==> src/rtl/irq64_pkg.sv <==
// Package: shared constants and the fixed source-to-bit placement for the
// sixty-four source interrupt controller. Assumes exactly 64 sources.
package irq64_pkg;

    localparam int NUM_SRC = 64;

    // Register word addresses (3-bit word index)
    localparam int A_MASK_HI = 0;
    localparam int A_MASK_LO = 1;
    localparam int A_PEND_HI = 2;
    localparam int A_PEND_LO = 3;
    localparam int A_SENSE   = 4;
    localparam int A_VECTOR  = 5;

    // Source lives in the lower word when bit 4 of its number is set
    function automatic bit src_in_low(input int n);
        return ((n / 16) % 2) == 1;
    endfunction

    // Bit position of a source inside its word (scrambled placement)
    function automatic int src_bit(input int n);
        if (n == 0)       return 0;
        else if (n < 16)  return 16 - n;
        else if (n <= 18) return 18 - n;
        else if (n <= 30) return 33 - n;
        else if (n == 31) return 15;
        else if (n < 48)  return 63 - n;
        else              return n - 32;
    endfunction

    // True for the external and port sources that own a sense bit
    function automatic bit has_sense(input int n);
        return (n >= 19 && n <= 25) || (n >= 48 && n <= 63);
    endfunction

    // Sense register bit owned by a sensed source
    function automatic int sense_bit(input int n);
        if (n >= 19 && n <= 25) return 33 - n;
        else                    return 79 - n;
    endfunction

    // Mask of sense register bits that are implemented
    function automatic logic [31:0] sense_legal();
        logic [31:0] m;
        m = '0;
        for (int n = 0; n < NUM_SRC; n++)
            if (has_sense(n)) m[sense_bit(n)] = 1'b1;
        return m;
    endfunction

endpackage

==> src/rtl/irq64_sync.sv <==
// Module: multi-stage synchronizer for a bus of active-low lines.
// Assumes each bit is an independent asynchronous line; resets to the
// inactive (high) level so no false event follows reset.
module irq64_sync #(
    parameter int WIDTH  = 64,
    parameter int STAGES = 2
) (
    input  logic             clk,
    input  logic             rst_n,
    input  logic [WIDTH-1:0] d_n,
    output logic [WIDTH-1:0] q_n
);
    logic [WIDTH-1:0] stage_q [STAGES];

    // Shift the lines through the stage chain
    always_ff @(posedge clk) begin
        if (!rst_n) begin
            for (int s = 0; s < STAGES; s++) stage_q[s] <= '1;
        end else begin
            stage_q[0] <= d_n;
            for (int s = 1; s < STAGES; s++) stage_q[s] <= stage_q[s-1];
        end
    end

    assign q_n = stage_q[STAGES-1];
endmodule

==> src/rtl/irq64_src_cell.sv <==
// Module: pending state of one source. Level mode mirrors the synced
// active-low line; edge mode latches a high-to-low transition until a
// write-one-to-clear. Assumes line_n is already synchronized.
module irq64_src_cell (
    input  logic clk,
    input  logic rst_n,
    input  logic line_n,
    input  logic edge_sel,
    input  logic clr,
    output logic pend
);
    logic prev_n;

    // Track previous line level and update the pending flag
    always_ff @(posedge clk) begin
        if (!rst_n) begin
            prev_n <= 1'b1;
            pend   <= 1'b0;
        end else begin
            prev_n <= line_n;
            if (edge_sel)
                pend <= (pend & ~clr) | (prev_n & ~line_n);
            else
                pend <= ~line_n;
        end
    end
endmodule

==> src/rtl/irq64_prio.sv <==
// Module: fixed-priority encoder, lowest index wins; index 0 is not a
// request and an all-zero input yields id 0.
module irq64_prio #(
    parameter int N    = 64,
    parameter int ID_W = $clog2(N)
) (
    input  logic [N-1:1]  req,
    output logic [ID_W-1:0] id
);
    // Scan from the top so the lowest requesting index is kept last
    always_comb begin
        id = '0;
        for (int i = N - 1; i >= 1; i--)
            if (req[i]) id = ID_W'(i);
    end
endmodule

==> src/rtl/irq_ctrl64.sv <==
// Module: sixty-four source interrupt controller top. Holds the enable
// and sense registers, builds the scrambled pending/enable words, and
// produces the vector and the interrupt output. Assumes a single-cycle
// register bus with combinational read data.
module irq_ctrl64
    import irq64_pkg::*;
#(
    parameter int DATA_W      = 32,
    parameter int ADDR_W      = 3,
    parameter int SYNC_STAGES = 2
) (
    input  logic                 clk,
    input  logic                 rst_n,
    input  logic [NUM_SRC-1:0]   src_n,
    input  logic                 wr_en,
    input  logic [ADDR_W-1:0]    addr,
    input  logic [DATA_W-1:0]    wdata,
    output logic [DATA_W-1:0]    rdata,
    output logic                 irq_o
);
    localparam int ID_W    = $clog2(NUM_SRC);
    localparam int VEC_LSB = DATA_W - ID_W;
    localparam logic [DATA_W-1:0] SENSE_MASK = DATA_W'(sense_legal());

    logic [DATA_W-1:0]  mask_hi_q, mask_lo_q, sense_q;
    logic [DATA_W-1:0]  pend_hi_w, pend_lo_w;
    logic [NUM_SRC-1:0] line_n, pend_src, active, edge_sel;
    logic [ID_W-1:0]    vec_id;

    irq64_sync #(.WIDTH(NUM_SRC), .STAGES(SYNC_STAGES)) u_sync (
        .clk  (clk),
        .rst_n(rst_n),
        .d_n  (src_n),
        .q_n  (line_n)
    );

    // Register writes for enable and sense words
    always_ff @(posedge clk) begin
        if (!rst_n) begin
            mask_hi_q <= '0;
            mask_lo_q <= '0;
            sense_q   <= '0;
        end else if (wr_en) begin
            if (addr == ADDR_W'(A_MASK_HI)) mask_hi_q <= wdata;
            if (addr == ADDR_W'(A_MASK_LO)) mask_lo_q <= wdata;
            if (addr == ADDR_W'(A_SENSE))   sense_q   <= wdata & SENSE_MASK;
        end
    end

    for (genvar n = 0; n < NUM_SRC; n++) begin : g_src
        localparam int BIT = src_bit(n);
        localparam bit LOW = src_in_low(n);
        logic clr;

        assign clr = wr_en && wdata[BIT] &&
                     (addr == ADDR_W'(LOW ? A_PEND_LO : A_PEND_HI));

        if (has_sense(n)) begin : g_sensed
            assign edge_sel[n] = sense_q[sense_bit(n)];
        end else begin : g_internal
            assign edge_sel[n] = 1'b0;
        end

        if (LOW) begin : g_low
            assign pend_lo_w[BIT] = pend_src[n];
            assign active[n]      = pend_src[n] & mask_lo_q[BIT];
        end else begin : g_high
            assign pend_hi_w[BIT] = pend_src[n];
            assign active[n]      = pend_src[n] & mask_hi_q[BIT];
        end

        irq64_src_cell u_cell (
            .clk     (clk),
            .rst_n   (rst_n),
            .line_n  (line_n[n]),
            .edge_sel(edge_sel[n]),
            .clr     (clr),
            .pend    (pend_src[n])
        );
    end

    irq64_prio #(.N(NUM_SRC), .ID_W(ID_W)) u_prio (
        .req(active[NUM_SRC-1:1]),
        .id (vec_id)
    );

    // Any enabled pending source raises the processor request
    assign irq_o = |active;

    // Read data multiplexer, free of side effects
    always_comb begin
        rdata = '0;
        case (addr)
            ADDR_W'(A_MASK_HI): rdata = mask_hi_q;
            ADDR_W'(A_MASK_LO): rdata = mask_lo_q;
            ADDR_W'(A_PEND_HI): rdata = pend_hi_w;
            ADDR_W'(A_PEND_LO): rdata = pend_lo_w;
            ADDR_W'(A_SENSE):   rdata = sense_q;
            ADDR_W'(A_VECTOR):  rdata[DATA_W-1:VEC_LSB] = vec_id;
            default:            rdata = '0;
        endcase
    end
endmodule

==> config.mk <==
export PLATFORM = sky130hd
export DESIGN_NAME = irq_ctrl64
export DESIGN_NICKNAME = d
export VERILOG_FILES = /design/src/rtl/irq64_pkg.sv /design/src/rtl/irq64_sync.sv /design/src/rtl/irq64_src_cell.sv /design/src/rtl/irq64_prio.sv /design/src/rtl/irq_ctrl64.sv
export SDC_FILE = /design/constraint.sdc
export NUM_CORES = 1
export LEC_CHECK = 0
export BUFFER_PORTS_ARGS = -buffer_cell sky130_fd_sc_hd__buf_4
export CAP_MARGIN = 10
export CORE_MARGIN = 3
export CORE_UTILIZATION = 55
export DETAILED_ROUTE_END_ITERATION = 8
export PLACE_DENSITY_LB_ADDON = 0.2
export SETUP_SLACK_MARGIN = 0.5
export SYNTH_ARGS = -nofsm -noshare
export SYNTH_HDL_FRONTEND = slang
export SYNTH_HIERARCHICAL = 1
export SYNTH_SLANG_ARGS = --single-unit
==> constraint.sdc <==
create_clock -name clk -period 3.7 [get_ports clk]
set_input_delay 0.74 -clock clk [delete_from_list [all_inputs] [get_ports clk]]
set_output_delay 0.74 -clock clk [all_outputs]
set_load 0.05 [all_outputs]
Word level (Yosys, flattened, before mapping)
Memory sizes are Yosys's and may differ from the RTL's.
Cells that the tools add are included.
{"block": "totals", "register_bits": 174, "mem_bits_rw": 128, "inputBits": 102, "out_inout_bits": 33, "word_cells": 461, "memories": 1}
{"block": "classes", "eq_ne": 5, "muxes": 92, "bitwise_logic": 222, "n_reduce_logical": 51}
{"memory": "u_sync.stage_q", "depth": 2, "width": 64, "rd": 2, "rd_ports_with_merged_regs": 0, "wr": 2, "line_no": "irq64_sync.sv:13", "source": "logic [WIDTH-1:0] stage_q [STAGES];"}
{"cell": "6-bit 2-to-1 mux", "count": 63}
{"cell": "26-bit one-hot mux with 5 select lines", "count": 1}
{"cell": "64-bit 2-to-1 mux", "count": 2}
{"cell": "1-bit AND", "count": 110}
{"cell": "1-bit NOT", "count": 87}
{"cell": "64-bit OR reduction", "count": 1}
{"cell": "1-bit logical AND", "count": 46}
{"cell": "6-bit one-hot mux with 6 select lines", "count": 1}
{"cell": "1-bit 2-to-1 mux", "count": 25}
{"cell": "1-bit bitwise OR", "count": 25}
{"cell": "3-bit by 2-bit == test with 1-bit output, second input constant", "count": 2}
{"cell": "3-bit == test, second input constant", "count": 2}
{"cell": "2-bit AND reduction", "count": 3}
{"cell": "3-bit by 1-bit == test with 1-bit output, second input constant", "count": 1}
{"cell": "3-bit logical NOT", "count": 1}

Logic depth before layout (Yosys ltp)
{"block": "depth", "depth_word": 65, "mapped_depth": 10, "mapped_depth_nobuf": 10}

Cells and area by module
Netlist, hierarchy kept.
{"mod": "irq_ctrl64", "instances": 1, "cells_per_inst": 686, "area_per_inst_um2": 5476.5, "seq_area_each_um2": 1741.7}
{"mod": "irq64_src_cell", "instances": 64, "cells_per_inst": 6, "area_per_inst_um2": 66.3, "seq_area_each_um2": 40.0}
{"mod": "irq64_sync", "instances": 1, "cells_per_inst": 334, "area_per_inst_um2": 3922.5, "seq_area_each_um2": 2562.5}
{"mod": "irq64_prio", "instances": 1, "cells_per_inst": 140, "area_per_inst_um2": 812.0, "seq_area_each_um2": 0.0}

Worst setup path before layout
No wires, ideal clock.
{"block": "synth_timing", "path_kind": "register to output", "start": "register g_src[43].u_cell.pend", "end": "output port rdata[26]", "arrival_ns": 2.763, "required_ns": 2.960, "path_slack_ns": 0.197, "stages_incl_launch_ff": 10, "path_buffers": 0, "path_cell_list": "dfxtp_1 > and2_1 > nor4_1 > a2111o_1 > or4_1 > a311oi_1 > o221a_2 > mux4_2 > inv_1 > o22ai_1"}
{"block": "synth_via", "elab_chain_len": 45}
{"item": "start, declared", "line_no": "irq64_src_cell.sv:10", "source": "output logic pend"}
{"item": "start signal, assigned", "line_no": "irq64_src_cell.sv:22", "source": "pend <= (pend & ~clr) | (prev_n & ~line_n);"}
{"item": "start signal, assigned", "line_no": "irq64_src_cell.sv:24", "source": "pend <= ~line_n;"}
{"item": "1-bit AND", "line_no": "irq_ctrl64.sv:69", "source": "assign active[n] = pend_src[n] & mask_hi_q[BIT];"}
{"item": "via active[43]", "line_no": "irq_ctrl64.sv:27", "source": "logic [NUM_SRC-1:0] line_n, pend_src, active, edge_sel;"}
{"item": "6-bit 2-to-1 mux (43 in a row)", "line_no": "irq64_prio.sv:14", "source": "if (req[i]) id = ID_W'(i);"}
{"item": "via vec_id[0]", "line_no": "irq_ctrl64.sv:28", "source": "logic [ID_W-1:0] vec_id;"}
{"item": "6-bit one-hot mux with 6 select lines", "line_no": "irq_ctrl64.sv:93", "source": "case (addr)"}
{"item": "end, declared", "line_no": "irq_ctrl64.sv:18", "source": "output logic [DATA_W-1:0] rdata,"}
The timed path passes the listed nets, and every way through them passes these cells.

Final worst setup path
{"block": "layout_timing", "start": "register g_src[15].u_cell.pend", "end": "output port rdata[27]"}
{"block": "layout_via", "elab_chain_len": 17}
{"item": "start, declared", "line_no": "irq64_src_cell.sv:10"}
{"item": "start signal, assigned", "line_no": "irq64_src_cell.sv:22"}
{"item": "start signal, assigned", "line_no": "irq64_src_cell.sv:24"}
{"item": "1-bit AND", "line_no": "irq_ctrl64.sv:69"}
{"item": "via active[15]", "line_no": "irq_ctrl64.sv:27"}
{"item": "6-bit 2-to-1 mux (15 in a row)", "line_no": "irq64_prio.sv:14"}
{"item": "via vec_id[1]", "line_no": "irq_ctrl64.sv:28"}
{"item": "6-bit one-hot mux with 6 select lines", "line_no": "irq_ctrl64.sv:93"}
The timed path passes the listed nets, and every way through them passes these cells.

==> run metrics <==
largest net degree at the start of global routing 96; Worst Hold Launch src_n[25]; CP Data Arrival Time 3110 ps; fmax between 0.2 and 0.3 GHz; Tot Pwr roughly 8 mW; dominant cell type by area after synthesis dfxtp_1; hold buffers post-CTS 0; FF+latch area 6880 um^2; vias in the first global route 10,964; Die W ~170 um; period utilization 104%; Core Util, Final between 60 and 70%; Routability Congestion 0.941; final cell count without fillers 2,076; leakage power around 7 nW; Area contributors post-synth dfxtp_1 (48%), nand2b_1 (8.2%), nand2_1 (5.2%), a21boi_1 (4.2%), and2_1 (4.1%); Ys Warns 6; dominant synthesized flop cell dfxtp_1; EDFF count, synth 0; Final ANT Viol Nets 0; Total GRT Usage 27.0%; IO Port Bufs approximately 130; CTS tree done; failing checks negative setup slack; maximum clock insertion buffer count 3; TritonCTS buffer count 36; Max VDD drop 500 uV; Setup TNS -291 ps; layout cell share with drive strength beyond 1 22.1%; CP startpoint g_src[15].u_cell/pend$_SDFF_PN0_; TritonCTS Sinks 343; worst slew pin tran 609 ps; die height 168 um; syn avg cell area 9.36 um^2; area delta synth->final 21.9%; Rows 58; Crit Path Max Fanout 4; fin crit period 3850 ps; worst reg-to-reg setup slack 2880 ps; PwrDens 459 nW/um^2; Syn Inst Count 1,544; most frequent cell after synthesis dfxtp_1; DP HPWL around 27,000 um; root buf cell clkbuf_16; via count 11,330; DP Worst Slack 105 ps; Distinct cells, synth 64; async set-reset flop share out of synthesis 0%; net count reported at finish 1,822; Initial Util roughly 57%; number of fillers in the final layout 2,012; Netlist Area Pre-Place about 14,000 um^2; placed cell count 1,996; worst path required time 2960 ps; reg2reg start u_sync/stage_q[0][93]$_SDFF_PN1_; ant diodes 0; Vias per Instance 5.46; status finished, violations left; Yosys top cell area share 47.5%; total gr overflow 0; 1st-pass router iterations 5; wire per inst 18.9 um; Remaining DRCs 0; H-tree depth 2; unrepaired setup endpoints after global routing true; CTS clk-pin slew, worst paths about 60 ps; Worst setup EP type output pin; first-pass GRT wire length 60,900 um; worst-skew pair later-pin latency 520 ps; slew margin rel. 59.4%; sequential area share after synthesis 47.5%; Core ar. 25,500 um^2; setup ws final -146 ps; Final Max Slew Viols 0; IO Count 135; Final setup viols 2; skew final 9.32 ps; area of the multi-input gates 7540 um^2; critical path type reg2out; Commonest cells post-synth dfxtp_1 (343), nand2_1 (201), nand2b_1 (190), and2_1 (95), a21boi_1 (80); final hold vios 0; drt initial violations ~1,000; max-cap violations 0; Die ar. roughly 28,000 um^2; CP startpoint kind flip-flop; Post-Route WL 39,200 um; Seq cells post-synth 343; worst hold path type in2reg; initial antenna violation count 0
-- cells in the final DEF, fill, tap and decap left out, types with 6 or more instances in the layout --
cell       netlist  final
mux4_2          11     11
nand2_1        201    197
o21ai_0         21     18
a21boi_1        80     80
nand2b_1       190    188
nand4b_1        64     64
or4_4            0     10
a21oi_1         13      8
a21boi_0         8      7
buf_4           72    171
nor2_1          29     26
nor3_1           9      7
clkinv_2         0      6
and3_1          33     33
buf_6            5     11
or2b_1           9      9
and2_1          95     66
clkbuf_8         0      6
and2_2          10     10
nor2b_1         69     68
dfxtp_1        343    331
conb_1           1     82
nor4_4           0     11
o21ai_1         65     68
mux2i_1         22     22
a221o_1         17     17
clkbuf_16        0     37
inv_1           13     11
dfxtp_2          0     11
and2_4           1     30
a22oi_1         12     11
-- cell type report --
| type | count | share of cell area [%] |
|---|---|---|
| Clock buffer | 48 | 5.83 |
| Clock inverter | 16 | 1.01 |
| Inverter | 14 | 0.298 |
| Multi-Input combinational cell | 1137 | 42.8 |
| Sequential cell | 343 | 39.1 |
| Tap cell | 330 | 2.34 |
| Timing Repair Buffer | 188 | 8.64 |
-- flip-flops by register name, indices dropped and copies added, names as in the netlist --
name	cells
g_src.u_cell/prev_n	64
u_sync/stage_q	128
mask_hi_q	32
g_src.u_cell/pend	64
mask_lo_q	32
sense_q	23
-- what timing repair did --
action / CTS / global route
pin swaps: 20 / 30
gates resized for setup: 93 / 72
setup endpoints to repair: 7 / 21
setup buffers: 12 / 4
-- worst paths after layout --
path | to | cells past startpoint
hold / removal | u_sync/stage_q[0][25]$_SDFF_PN1_ | 2
setup reg to reg | g_src[29].u_cell/pend$_SDFF_PN0_ | 2
hold reg to reg | u_sync/stage_q[0][122]$_SDFF_PN1_ | 1
setup / recovery | rdata[27] | 12
-- cell families (layout without fill, tap and decap cells) --
kind of cell           Yosys count  after routing  synth area share [%]
and+or+nand+nor                764            764                  30.7
DFF                            343            343                  47.5
AOI/OAI and AO/OA              253            253                  11.9
buffers and inverters          145            266                  6.12
muxes                           38             38                  3.73
other                            1             82                0.0259
-- critical path: stages, from the launching register on --
cell	delay (ps)
dfxtp_1	340
and2_1	190
or2_4	270
a221oi_4	330
o311ai_1	120
buf_4	160
a2111oi_2	210
nor4_1	100
buf_4	150
mux2i_1	170
o32ai_2	90
a221o_1	300
buf_6	160
-- where the power goes --
part           switching, mW  total (mW)  internal, mW
sequential            0.0599        3.88          3.82
clock                   1.50        3.62          2.12
combinational          0.315       0.579         0.264
-- metal layers --
layer / GRT usage [%] / share of wire, % / vias to the layer above
met1: 38.8 / 46 / 5427
met5: 0 / 0 / -
met2: 42.4 / 45 / 356
li1: - / - / 5482
met4: 7.72 / 2.1 / 0
met3: 4.13 / 6.1 / 65
-- stage by stage --
step	hold slack (ps)	cell area (um^2)
5_1_grt	382	17600
6_report	393	17600
4_1_cts	377	17400
3_3_place_gp	387	15700
3_5_place_dp	391	15700
2_1_floorplan	385	14800
Note: power is estimated with default switching activity, not from simulation.
